--- src/rtl/lu_pkg.sv ---
package lu_pkg;
  localparam int WORD_W = 16;
  localparam int BYTE_W = 8;
  localparam int NFLAG  = 6;

  localparam logic [2:0] OP_NOT  = 3'd0;
  localparam logic [2:0] OP_AND  = 3'd1;
  localparam logic [2:0] OP_OR   = 3'd2;
  localparam logic [2:0] OP_XOR  = 3'd3;
  localparam logic [2:0] OP_TEST = 3'd4;

  localparam int F_CF = 0;
  localparam int F_PF = 1;
  localparam int F_AF = 2;
  localparam int F_ZF = 3;
  localparam int F_SF = 4;
  localparam int F_OF = 5;

  function automatic logic writes_flags(input logic [2:0] code);
    return (code == OP_AND) || (code == OP_OR) || (code == OP_XOR) || (code == OP_TEST);
  endfunction
endpackage

--- src/rtl/lu_operate.sv ---
module lu_operate #(
  parameter int W  = 16,
  parameter int BW = 8
) (
  input  logic [2:0]   op,
  input  logic         byte_mode,
  input  logic [W-1:0] dst,
  input  logic [W-1:0] src,
  output logic [W-1:0] res,
  output logic         wb
);
  import lu_pkg::*;
  localparam int HI_W = W - BW;

  logic [W-1:0] raw;
  logic [W-1:0] width_mask;

  assign width_mask = byte_mode ? {{HI_W{1'b0}}, {BW{1'b1}}} : {W{1'b1}};

  always_comb begin
    raw = '0;
    wb  = 1'b0;
    unique case (op)
      OP_NOT:  begin raw = ~dst;      wb = 1'b1; end
      OP_AND:  begin raw = dst & src; wb = 1'b1; end
      OP_OR:   begin raw = dst | src; wb = 1'b1; end
      OP_XOR:  begin raw = dst ^ src; wb = 1'b1; end
      OP_TEST: begin raw = dst & src; wb = 1'b0; end
      default: begin raw = '0;        wb = 1'b0; end
    endcase
  end

  assign res = raw & width_mask;
endmodule

--- src/rtl/lu_status.sv ---
module lu_status #(
  parameter int W  = 16,
  parameter int BW = 8,
  parameter int NF = 6
) (
  input  logic [2:0]    op,
  input  logic          byte_mode,
  input  logic [W-1:0]  res,
  input  logic [NF-1:0] flags_in,
  output logic [NF-1:0] flags_out
);
  import lu_pkg::*;

  logic sign_bit;
  logic zero_bit;
  logic even_low;

  assign sign_bit = byte_mode ? res[BW-1] : res[W-1];
  assign zero_bit = (res == '0);
  assign even_low = ~(^res[BW-1:0]);

  always_comb begin
    flags_out = flags_in;
    if (writes_flags(op)) begin
      flags_out[F_CF] = 1'b0;
      flags_out[F_OF] = 1'b0;
      flags_out[F_AF] = 1'b0;
      flags_out[F_SF] = sign_bit;
      flags_out[F_ZF] = zero_bit;
      flags_out[F_PF] = even_low;
    end
  end
endmodule

--- src/rtl/lu_hold.sv ---
module lu_hold #(
  parameter int W  = 16,
  parameter int NF = 6
) (
  input  logic          clk,
  input  logic          rst,
  input  logic          take,
  input  logic          drain,
  input  logic [W-1:0]  res_d,
  input  logic          wb_d,
  input  logic [NF-1:0] flags_d,
  output logic          vld_q,
  output logic [W-1:0]  res_q,
  output logic          wb_q,
  output logic [NF-1:0] flags_q
);
  always_ff @(posedge clk) begin
    if (rst) begin
      vld_q   <= 1'b0;
      res_q   <= '0;
      wb_q    <= 1'b0;
      flags_q <= '0;
    end else if (take) begin
      vld_q   <= 1'b1;
      res_q   <= res_d;
      wb_q    <= wb_d;
      flags_q <= flags_d;
    end else if (drain) begin
      vld_q   <= 1'b0;
    end
  end
endmodule

--- src/rtl/logic_unit.sv ---
module logic_unit #(
  parameter int W  = lu_pkg::WORD_W,
  parameter int BW = lu_pkg::BYTE_W,
  parameter int NF = lu_pkg::NFLAG
) (
  input  logic          clk,
  input  logic          rst,
  input  logic          in_valid,
  output logic          in_ready,
  input  logic [2:0]    op,
  input  logic          byte_mode,
  input  logic [W-1:0]  dst,
  input  logic [W-1:0]  src,
  input  logic [NF-1:0] flags_in,
  output logic          out_valid,
  input  logic          out_ready,
  output logic [W-1:0]  result,
  output logic          wb,
  output logic [NF-1:0] flags_out
);
  logic [W-1:0]  res_c;
  logic          wb_c;
  logic [NF-1:0] flags_c;
  logic          take;

  assign in_ready = !out_valid || out_ready;
  assign take     = in_valid && in_ready;

  lu_operate #(.W(W), .BW(BW)) u_operate (
    .op(op), .byte_mode(byte_mode), .dst(dst), .src(src),
    .res(res_c), .wb(wb_c)
  );

  lu_status #(.W(W), .BW(BW), .NF(NF)) u_status (
    .op(op), .byte_mode(byte_mode), .res(res_c),
    .flags_in(flags_in), .flags_out(flags_c)
  );

  lu_hold #(.W(W), .NF(NF)) u_hold (
    .clk(clk), .rst(rst), .take(take), .drain(out_ready),
    .res_d(res_c), .wb_d(wb_c), .flags_d(flags_c),
    .vld_q(out_valid), .res_q(result), .wb_q(wb), .flags_q(flags_out)
  );
endmodule

--- config.mk ---
export PLATFORM = sky130hd
export DESIGN_NAME = logic_unit
export DESIGN_NICKNAME = d
export VERILOG_FILES = /design/src/rtl/lu_pkg.sv /design/src/rtl/lu_operate.sv /design/src/rtl/lu_status.sv /design/src/rtl/lu_hold.sv /design/src/rtl/logic_unit.sv
export SDC_FILE = /design/constraint.sdc
export NUM_CORES = 1
export LEC_CHECK = 0
export BUFFER_PORTS_ARGS = -buffer_cell sky130_fd_sc_hd__buf_2
export CORE_MARGIN = 3
export CORE_UTILIZATION = 56
export CTS_BUF_LIST = sky130_fd_sc_hd__clkbuf_8 sky130_fd_sc_hd__clkbuf_16
export CTS_CLUSTER_SIZE = 16
export DETAILED_ROUTE_END_ITERATION = 10
export PLACE_DENSITY = 0.87
export SLEW_MARGIN = 20
export SYNTH_ARGS = -nofsm -noshare
export SYNTH_HDL_FRONTEND = slang
export SYNTH_SLANG_ARGS = --single-unit
--- constraint.sdc ---
create_clock -name clk -period 3.37 [get_ports clk]
set_clock_uncertainty 0.05 [all_clocks]
set_input_delay 0 -clock clk [delete_from_list [all_inputs] [get_ports clk]]
set_output_delay 0 -clock clk [all_outputs]
set_load 0.02 [all_outputs]
==> impl_metrics.yaml, run 1 <==
status:
  status: "finished clean"
clock_tree:
  clkLatencyLatePin_ns: 0.26
  clk_pin_slew_worst_paths_ns: 0.08
  cts_setup_buffers: 0
  cts.path.max_buffers: 2
  cts_buffers: 3
  cts_sinks: 24
  cts_tree: "yes"
  cts_resized: 0
  htree_levels: 1
  root_buffer: "clkbuf_8"
finish:
  layout_common_cells: "70 x buf_2, 40 x inv_1, 36 x ha_1"
  drive_above_1_share_pct: 25.07
  layout_commonest_cell: "buf_2"
  syn2layout_area_growth_pct: 19.25
  fin_util_pct: 70.59
  n_antenna_cell: 0
  fin_nets: 422
  fin_cells: 387
  fin_area_um2: 2643
critical_path:
  path_delay_family: "buffers and inverters"
  slowest_delay_ns: 0.51
  worst_ep_required_time_ns: 3.46
  end_kind: "flip-flop"
  path_depth: 10
  cp_max_fo: 31
  r2r-end: "u_hold.res_q[10]"
  r2r_cells: 5
  critPathLaunch: "op[1]"
  crit_path_cell_trace: "buf_2 -> inv_1 -> mux4_2 -> o32a_2 -> ha_1 -> xor2_1 -> xnor2_1 -> nor2_1 -> a211oi_1 -> nor3_1"
  r2r_slack_ns: 1.58
  path_buf_inv: 2
  crit_end: "u_hold.flags_q[1]"
  worstReg2RegStart: "u_hold.vld_q"
  critical_path_class: "primary input to flip-flop"
  worstPathArrival_ns: 2.45
  cp-start-kind: "primary input"
  cp_slowest_cell: "buf_2"
place:
  pre_cts_ws_ns: 0.7440
  post-place-cells: 378
  hpwlAfterDp_mm: 4.027
  placed_area_um2: 2537
  routabilityCongestion: 0.8904
  portBuffers: 70
floorplan:
  ios: 71
  rows: 22
  initial_core_util_pct: 59.19
  die_x_um: 68.91
  die_h_um: 68.91
  dieArea_um2: 4748
  core_um2: 3744
logic_synthesis:
  yosys_warnings: 0
  syn_avg_cell_area_um2: 8.087
  synth_seq_cells: 24
  yosysUniqueCellTypes: 46
  synth_fp_nets: 356
  synth.yosys.seq_area_share_pct: 21.68
  syn_inst: 274
  synthesis.area_um2: 2216
  synth_edf_count: 0
  synth-main-ff-cell: "dfxtp_1"
  synthArstFlopShare_pct: 0
timing:
  fin_ws_ns: 1.008
  rsz0062_at_grt: "no"
  fin_crit_sh_pct: 70.10
  setup_violations: 0
  max-slew-margin-rel_pct: 46.23
  tns_ns: 0
  final_hold_viol_count: 0
  slew_violations: 0
  whs_ns: 0.02250
  max_freq_ghz: 0.4233
  worstMarginPinSlew_ns: 0.8066
  fin_crit_ns: 2.362
drt:
  dr.pass1.iters: 4
  drt_iter0_markers: 98
  routedWlPerCell_um: 13.12
  remaining_drc_errors: 0
  via_count: 2136
  wirelength_mm: 5.079
  viasPerCell: 5.519
  detail-route-antenna-nets: 0
power_and_ir_drop:
  p_leak_nw: 1.422
  finalPower_mw: 0.7843
  power.density_nw_per_um2: 296.8
  ir_worst_vdd_mv: 0.3103
grt:
  grt_pass1_wl_mm: 7.872
  grt_max_degree: 32
  grt_pass1_vias: 1871
  track_usage_pct: 21.27
  antenna_found_initial: 0
  grt-ovfl-total: 0
min_path:
  hold_path_class: "primary input to flip-flop"
  hp-start: "flags_in[3]"
flow_run:
  maxCapViolations: 0
[state kept, by name (all words and copies together) (netlist names)]
name	count
u_hold.vld_q	1
u_hold.flags_q	6
u_hold.res_q	16
u_hold.wb_q	1
[metal layers]
layer	global-route usage, %	share of wire, %	up-vias
met1	26.92	44	983
met2	37.50	48	65
met5	0	0	-
met4	4.380	1.6	0
li1	-	-	1079
met3	3.890	6.3	9
[cells by family (layout without fill, tap and decap cells)]
kind of cell,Yosys count,in the layout,share of synthesized area [%]
compound gates,70,70,22.13
mux,17,17,8.470
flops,24,24,21.68
buf+inv,55,120,11.12
simple gates,68,68,14.68
xor+xnor,4,4,1.581
fa+ha+maj,36,36,20.33
[cells in the mapped netlist (2+ instances only)]
cell type  count  share of area [%]
buf_6          4                2.0
nor2_1        32                5.4
o22ai_1        4                1.1
mux2_1         3                1.5
nand4_1        2               0.56
and2_1         3               0.85
a21oi_1       20                4.5
nand2b_1       3               0.85
a22oi_1       13                4.4
mux2i_1       12                5.4
nor2b_1        2               0.56
buf_4          2               0.68
dfxtp_1       24                 22
inv_1         40                6.8
a21o_1         5                1.7
a211oi_1      12                4.1
nand2_1       12                2.0
ha_1          36                 20
buf_1          2               0.34
or2_2          2               0.56
buf_2          2               0.45
xnor2_1        3                1.2
clkbuf_1       5               0.85
a22o_1         2               0.79
nor3_1         2               0.45
nand3_1        4               0.90
o32ai_1        2               0.79
o21ai_0        3               0.68
[timing repair]
| item | CTS | global route |
|---|---|---|
| hold endpoints to repair | 5 | 0 |
| hold buffers | 5 | 0 |
| endpoints found under the setup margin | 0 | 0 |
[worst min-delay path by stage]
stage                        endpoint  slack, ns  depth (start not counted)
floorplan           u_hold.flags_q[3]       0.01                          1
global placement    u_hold.flags_q[5]       0.21                          3
detailed placement  u_hold.flags_q[5]       0.21                          3
CTS                 u_hold.flags_q[3]       0.03                          3
global route        u_hold.flags_q[3]       0.03                          3
finish              u_hold.flags_q[3]       0.02                          3
[where the power goes]
part           switching (mW)  internal (mW)  leakage (nW)
clock                  0.0879          0.104        0.0288
combinational           0.161          0.122          1.20
sequential            0.00857          0.300         0.197
total                   0.258          0.526          1.42
[tightest hold or removal path, stage by stage]
cell	delay [ns]
buf_2	0.08
a21oi_1	0.06
a211oi_2	0.16
[cell type report]
cell class	instances	area, µm²
Fill cell	327	1101
Sequential cell	24	480.5
Tap cell	48	60.06
Multi-Input combinational cell	195	1489
Inverter	40	150.1
Clock buffer	4	55.05
Timing Repair Buffer	76	407.9
Power figures use the tool's default switching activity.
==> inputs of run 2 (changes only) <==
- CORE_UTILIZATION: 56 -> 52
- PLACE_DENSITY: 0.87 -> 0.81
- clock period: 3.37 -> 2.4 ns (I/O delays scaled with it)
==> run 2 against run 1 <==
  * Clock-buffer cell count is 1 lower
  * Worst setup slack got worse by 0.59 ns
  * Register-to-register slack got worse by 0.72 ns
  * Critical path depth rose by 2
  * Utilization decreased by 4.3 points
  * Die area grew 7.0%
  * Worst hold slack better by 0.024 ns
  * Via count is 0.70% higher
  * Cell area increased by 1.8%
==> impl_metrics.yaml, run 2 (synthesis results as in run 1) <==
critical_path:
  worstPathArrival_ns: 2.08
  worst_ep_required_time_ns: 2.50
  end_kind: "flip-flop"
  cp_max_fo: 10
  cp-start-kind: "primary input"
  critical_path_class: "primary input to flip-flop"
clock_tree:
  root_buffer: "clkbuf_8"
  cts_sinks: 24
  cts_hold_buf: 5
  cts.path.max_buffers: 2
  cts_resized: 0
  cts_buffers: 3
  cts_setup_buffers: 0
  cts_tree: "yes"
  htree_levels: 1
  clk_pin_slew_worst_paths_ns: 0.09
  clkLatencyLatePin_ns: 0.26
place:
  routabilityCongestion: 0.8529
  hpwlAfterDp_mm: 4.164
  placed_area_um2: 2570
  portBuffers: 70
drt:
  viasPerCell: 5.473
  drt_iter0_markers: 145
  detail-route-antenna-nets: 0
  via_count: 2151
  remaining_drc_errors: 0
  dr.pass1.iters: 4
  wirelength_mm: 5.341
  routedWlPerCell_um: 13.59
floorplan:
  initial_core_util_pct: 54.61
  die_h_um: 71.28
  dieArea_um2: 5081
  ios: 71
  core_um2: 4058
  die_x_um: 71.28
  rows: 23
timing:
  tns_ns: 0
  max-slew-margin-rel_pct: 52.46
  worstMarginPinSlew_ns: 0.7081
  fin_crit_sh_pct: 82.41
  rsz0062_at_grt: "no"
  fin_crit_ns: 1.978
  slew_violations: 0
  max_freq_ghz: 0.5056
  final_hold_viol_count: 0
  setup_violations: 0
status:
  status: "finished clean"
power_and_ir_drop:
  power.density_nw_per_um2: 443.5
  p_leak_nw: 1.449
  ir_worst_vdd_mv: 0.3794
flow_run:
  maxCapViolations: 0
finish:
  fin_nets: 426
  largest-register: "u_hold.res_q"
  layout_common_cells: "70 x buf_2, 40 x inv_1, 36 x ha_1"
  fin_area_um2: 2691
  drive_above_1_share_pct: 25.95
  syn2layout_area_growth_pct: 21.46
  largest_reg_flops: 16
  layout_commonest_cell: "buf_2"
  n_antenna_cell: 0
  largest_registers: "u_hold.res_q (16), u_hold.flags_q (6)"
  num-fill-cells: 349
grt:
  antenna_found_initial: 0
  grt_max_degree: 25
  grt-ovfl-total: 0
  track_usage_pct: 21.25
  grt_pass1_vias: 2054
  grt_pass1_wl_mm: 9.059
min_path:
  hold_path_class: "primary input to flip-flop"
[run 2: per-stage QoR]
stage	hold WS (ns)	setup slack, ns	util, %	power, mW	cells
after floorplan	0.01465	0.3663	-	0.7185	274
after global placement	0.2108	0.1714	63.34	0.8277	384
after detailed placement	0.2156	0.1409	63.34	0.8397	384
after CTS	0.04641	0.4273	66.33	1.191	393
after global routing	0.06923	0.2289	66.33	1.259	393
final	0.04645	0.4221	66.33	1.194	393
[run 2: power breakdown]
group	internal, mW	total, mW	leakage (nW)	switching (mW)
clock	0.223	0.355	0.0357	0.132
combinational	0.175	0.405	1.22	0.230
sequential	0.421	0.433	0.197	0.0121
total	0.820	1.19	1.45	0.374
[run 2: metal layers]
metal	vias to the layer above	track usage (%)	part of all wire, %
met5	-	0	0
met3	6	2.665	5.2
met4	0	2.088	0.99
li1	1086	-	-
met2	63	39.59	51
met1	996	26.99	43
[run 2: worst paths after layout]
kind                          start                 to  slack, ns  cells after the start
setup / recovery              op[1]  u_hold.flags_q[1]       0.42                     12
setup reg to reg       u_hold.vld_q    u_hold.res_q[9]       0.86                      6
hold reg to reg   u_hold.flags_q[4]  u_hold.flags_q[4]       0.40                      2
hold / removal            out_ready       u_hold.vld_q       0.05                      3
[run 2: layout make-up]
cell class | count | area [µm²] | area share, %
well taps | 50 | 62.56 | 2.325
clock buffers | 3 | 41.29 | 1.534
multi-input cells | 195 | 1489 | 55.32
repair buffers | 80 | 437.9 | 16.27
clock inverters | 1 | 30.03 | 1.116
inverters | 40 | 150.1 | 5.579
flip-flops and latches | 24 | 480.5 | 17.85
[run 2: critical path: stages]
cell	delay [ns]
buf_2	0.14
buf_4	0.18
and2_1	0.28
a22oi_1	0.23
nor2_1	0.06
a21oi_1	0.24
ha_1	0.29
xnor2_1	0.18
xnor2_1	0.14
nor2_1	0.05
a211oi_1	0.22
nor3_1	0.06
==> inputs of run 3 (changes only) <==
- ABC_AREA: not set -> 1
- CORE_UTILIZATION: 52 -> 46
- PLACE_DENSITY: 0.81 -> 0.77
- clock period: 2.4 -> 1.7 ns (I/O delays scaled with it)
==> run 3 against run 2 <==
  * Cell area grew 7.3%
  * Final cell count grew 17%
  * Register-to-register slack lost 0.49 ns
  * Total power grew 48%
  * Largest cell class unchanged
  * Largest power group is now combinational logic
==> impl_metrics.yaml, run 3 <==
status:
  status: "finished clean"
floorplan:
  die_x_um: 73.90
  core_um2: 4414
  dieArea_um2: 5461
  initial_core_util_pct: 48.04
  ios: 71
  die_h_um: 73.90
  rows: 24
place:
  placed_area_um2: 2710
  post-place-cells: 446
  portBuffers: 70
  routabilityCongestion: 0.8275
  hpwlAfterDp_mm: 4.125
power_and_ir_drop:
  ir_worst_vdd_mv: 0.3717
  power.density_nw_per_um2: 613.5
  p_leak_nw: 1.653
drt:
  dr.pass1.iters: 4
  remaining_drc_errors: 0
  viasPerCell: 5.017
  routedWlPerCell_um: 11.33
  wirelength_mm: 5.191
  via_count: 2298
  drt_iter0_markers: 108
  detail-route-antenna-nets: 0
logic_synthesis:
  synth_top_area_cell: "dfxtp_1"
  synth_edf_count: 0
  synth_top_family_by_area: "simple AND/OR/NAND/NOR gates"
  synthAdderAreaFrac_pct: 21.24
  syn_avg_cell_area_um2: 6.886
  yosysMostFrequentCell: "inv_1"
  synth_seq_cells: 24
  synthMuxAreaShare_pct: 0
  yosys_warnings: 0
  synth_area_leaders: "dfxtp_1 23%, ha_1 21%, inv_1 11%, nand2_1 7.8%, nand3_1 4.7%"
  syn_inst: 308
  synth_xor_area_share_pct: 1.239
  synthesis.area_um2: 2121
  synth_compound_area_share_pct: 16.87
  netlist_top_cells_count: "62 x inv_1, 44 x nand2_1, 36 x ha_1, 24 x dfxtp_1, 21 x nor2_1"
  synth-main-ff-cell: "dfxtp_1"
  netlist.area_leader.share_pct: 22.65
  synth_fp_nets: 390
  synth.yosys.seq_area_share_pct: 22.65
  synthSimpleGateAreaFrac_pct: 23.30
  yosysUniqueCellTypes: 32
  synthArstFlopShare_pct: 0
finish:
  layout_common_cells: "68 x buf_2, 61 x inv_1, 43 x nand2_1"
  n_antenna_cell: 0
  largest_registers: "u_hold.res_q (16), u_hold.flags_q (6)"
  num-fill-cells: 415
  drive_above_1_share_pct: 30.54
  fin_nets: 489
  fin_util_pct: 65.45
  largest_reg_flops: 16
  multi_input_area_um2: 1361
  seq_area_um2: 480.5
  fin_cells: 458
  syn2layout_area_growth_pct: 36.22
  layout_commonest_cell: "buf_2"
  largest-register: "u_hold.res_q"
  fin_area_um2: 2889
grt:
  grt-ovfl-total: 0
  grt_max_degree: 33
  track_usage_pct: 18.84
  grt_pass1_wl_mm: 8.390
  antenna_found_initial: 0
  grt_pass1_vias: 2006
timing:
  worstMarginPinSlew_ns: 0.5778
  max-slew-margin-rel_pct: 61.44
  fin_crit_ns: 1.598
  final_hold_viol_count: 0
  slew_violations: 0
  max_freq_ghz: 0.6259
  setup_violations: 0
  fin_crit_sh_pct: 93.98
critical_path:
  slowest_delay_ns: 0.35
  cp_slowest_cell: "ha_1"
  crit_path_cell_trace: "buf_6 -> clkinv_8 -> nor3_4 -> buf_6 -> nand2_1 -> o21ai_0 -> a211oi_2 -> ha_1 -> xnor2_2 -> xnor2_1 -> nand2_1 -> o211ai_1 -> a21oi_1"
  r2r_slack_ns: 0.37
  critical_path_class: "primary input to flip-flop"
  path_buf_inv: 3
  end_kind: "flip-flop"
  worstPathArrival_ns: 1.70
  worst_ep_required_time_ns: 1.80
  path_delay_family: "simple AND/OR/NAND/NOR gates"
  cp-start-kind: "primary input"
  cp_max_fo: 5
clock_tree:
  htree_levels: 1
  cts_buffers: 3
  cts_sinks: 24
  root_buffer: "clkbuf_8"
  cts.path.max_buffers: 2
  clkLatencyLatePin_ns: 0.26
  clk_pin_slew_worst_paths_ns: 0.09
  cts_tree: "yes"
flow_run:
  maxCapViolations: 0
min_path:
  hold_path_class: "primary input to flip-flop"
## run 3: through the flow
step | total power, mW | TNS, ns | hold WS, ns | setup slack, ns
global route | 1.884 | -0.02529 | 0.04063 | -0.02529
global placement | 1.235 | -0.1798 | 0.1580 | -0.1798
CTS | 1.756 | 0 | 0.01201 | 0.0006832
detailed placement | 1.254 | -0.3168 | 0.1604 | -0.2865
floorplan | 1.023 | 0 | 0.01907 | 0.0005882
finish | 1.772 | 0 | 0.01243 | 0.1023
## run 3: layer usage
layer	vias to the layer above	GRT usage, %	routed length (µm)
met1	1036	24.96	2251
met4	0	4.628	53
met3	6	1.642	285
met5	-	0	0
met2	68	32.87	2600
li1	1188	-	-
## run 3: logic make-up after synthesis
logic type      Yosys count
compound gates           61
xor+xnor                  3
fa+ha+maj                36
buf+inv                  79
flops                    24
simple gates            105
## run 3: area by class of cell
| type | instances | share of cell area, % |
|---|---|---|
| Multi-Input combinational cell | 205 | 47.12 |
| Timing Repair Buffer | 105 | 22.09 |
| Sequential cell | 24 | 16.63 |
| Inverter | 68 | 9.441 |
| Tap cell | 52 | 2.252 |
| Clock buffer | 3 | 1.429 |
| Clock inverter | 1 | 1.039 |
## run 3: final timing paths
path | from | end | cells past startpoint
setup / recovery | op[1] | u_hold.flags_q[1] | 13
hold / removal | flags_in[3] | u_hold.flags_q[3] | 5
setup reg to reg | u_hold.vld_q | u_hold.vld_q | 4
hold reg to reg | u_hold.flags_q[1] | u_hold.flags_q[1] | 2
## run 3: power by group
group	leakage, nW	switching (mW)	total [mW]	internal, mW
logic	1.42	0.362	0.647	0.285
registers	0.199	0.0228	0.630	0.608
clock network	0.0357	0.181	0.495	0.315
## run 3: worst min-delay path, stage by stage
cell and delay (ns):
buf_2 0.09, nand2_1 0.05, nand2_1 0.04, inv_1 0.04, a21oi_1 0.06
## run 3: repair_timing
item | in CTS | in global routing
gates resized for setup | 0 | 11
pin swaps | 1 | 5
hold buffers | 5 | 0
endpoints found under the hold margin | 5 | 0
setup buffers | 0 | 3
setup endpoints to repair | 1 | 1
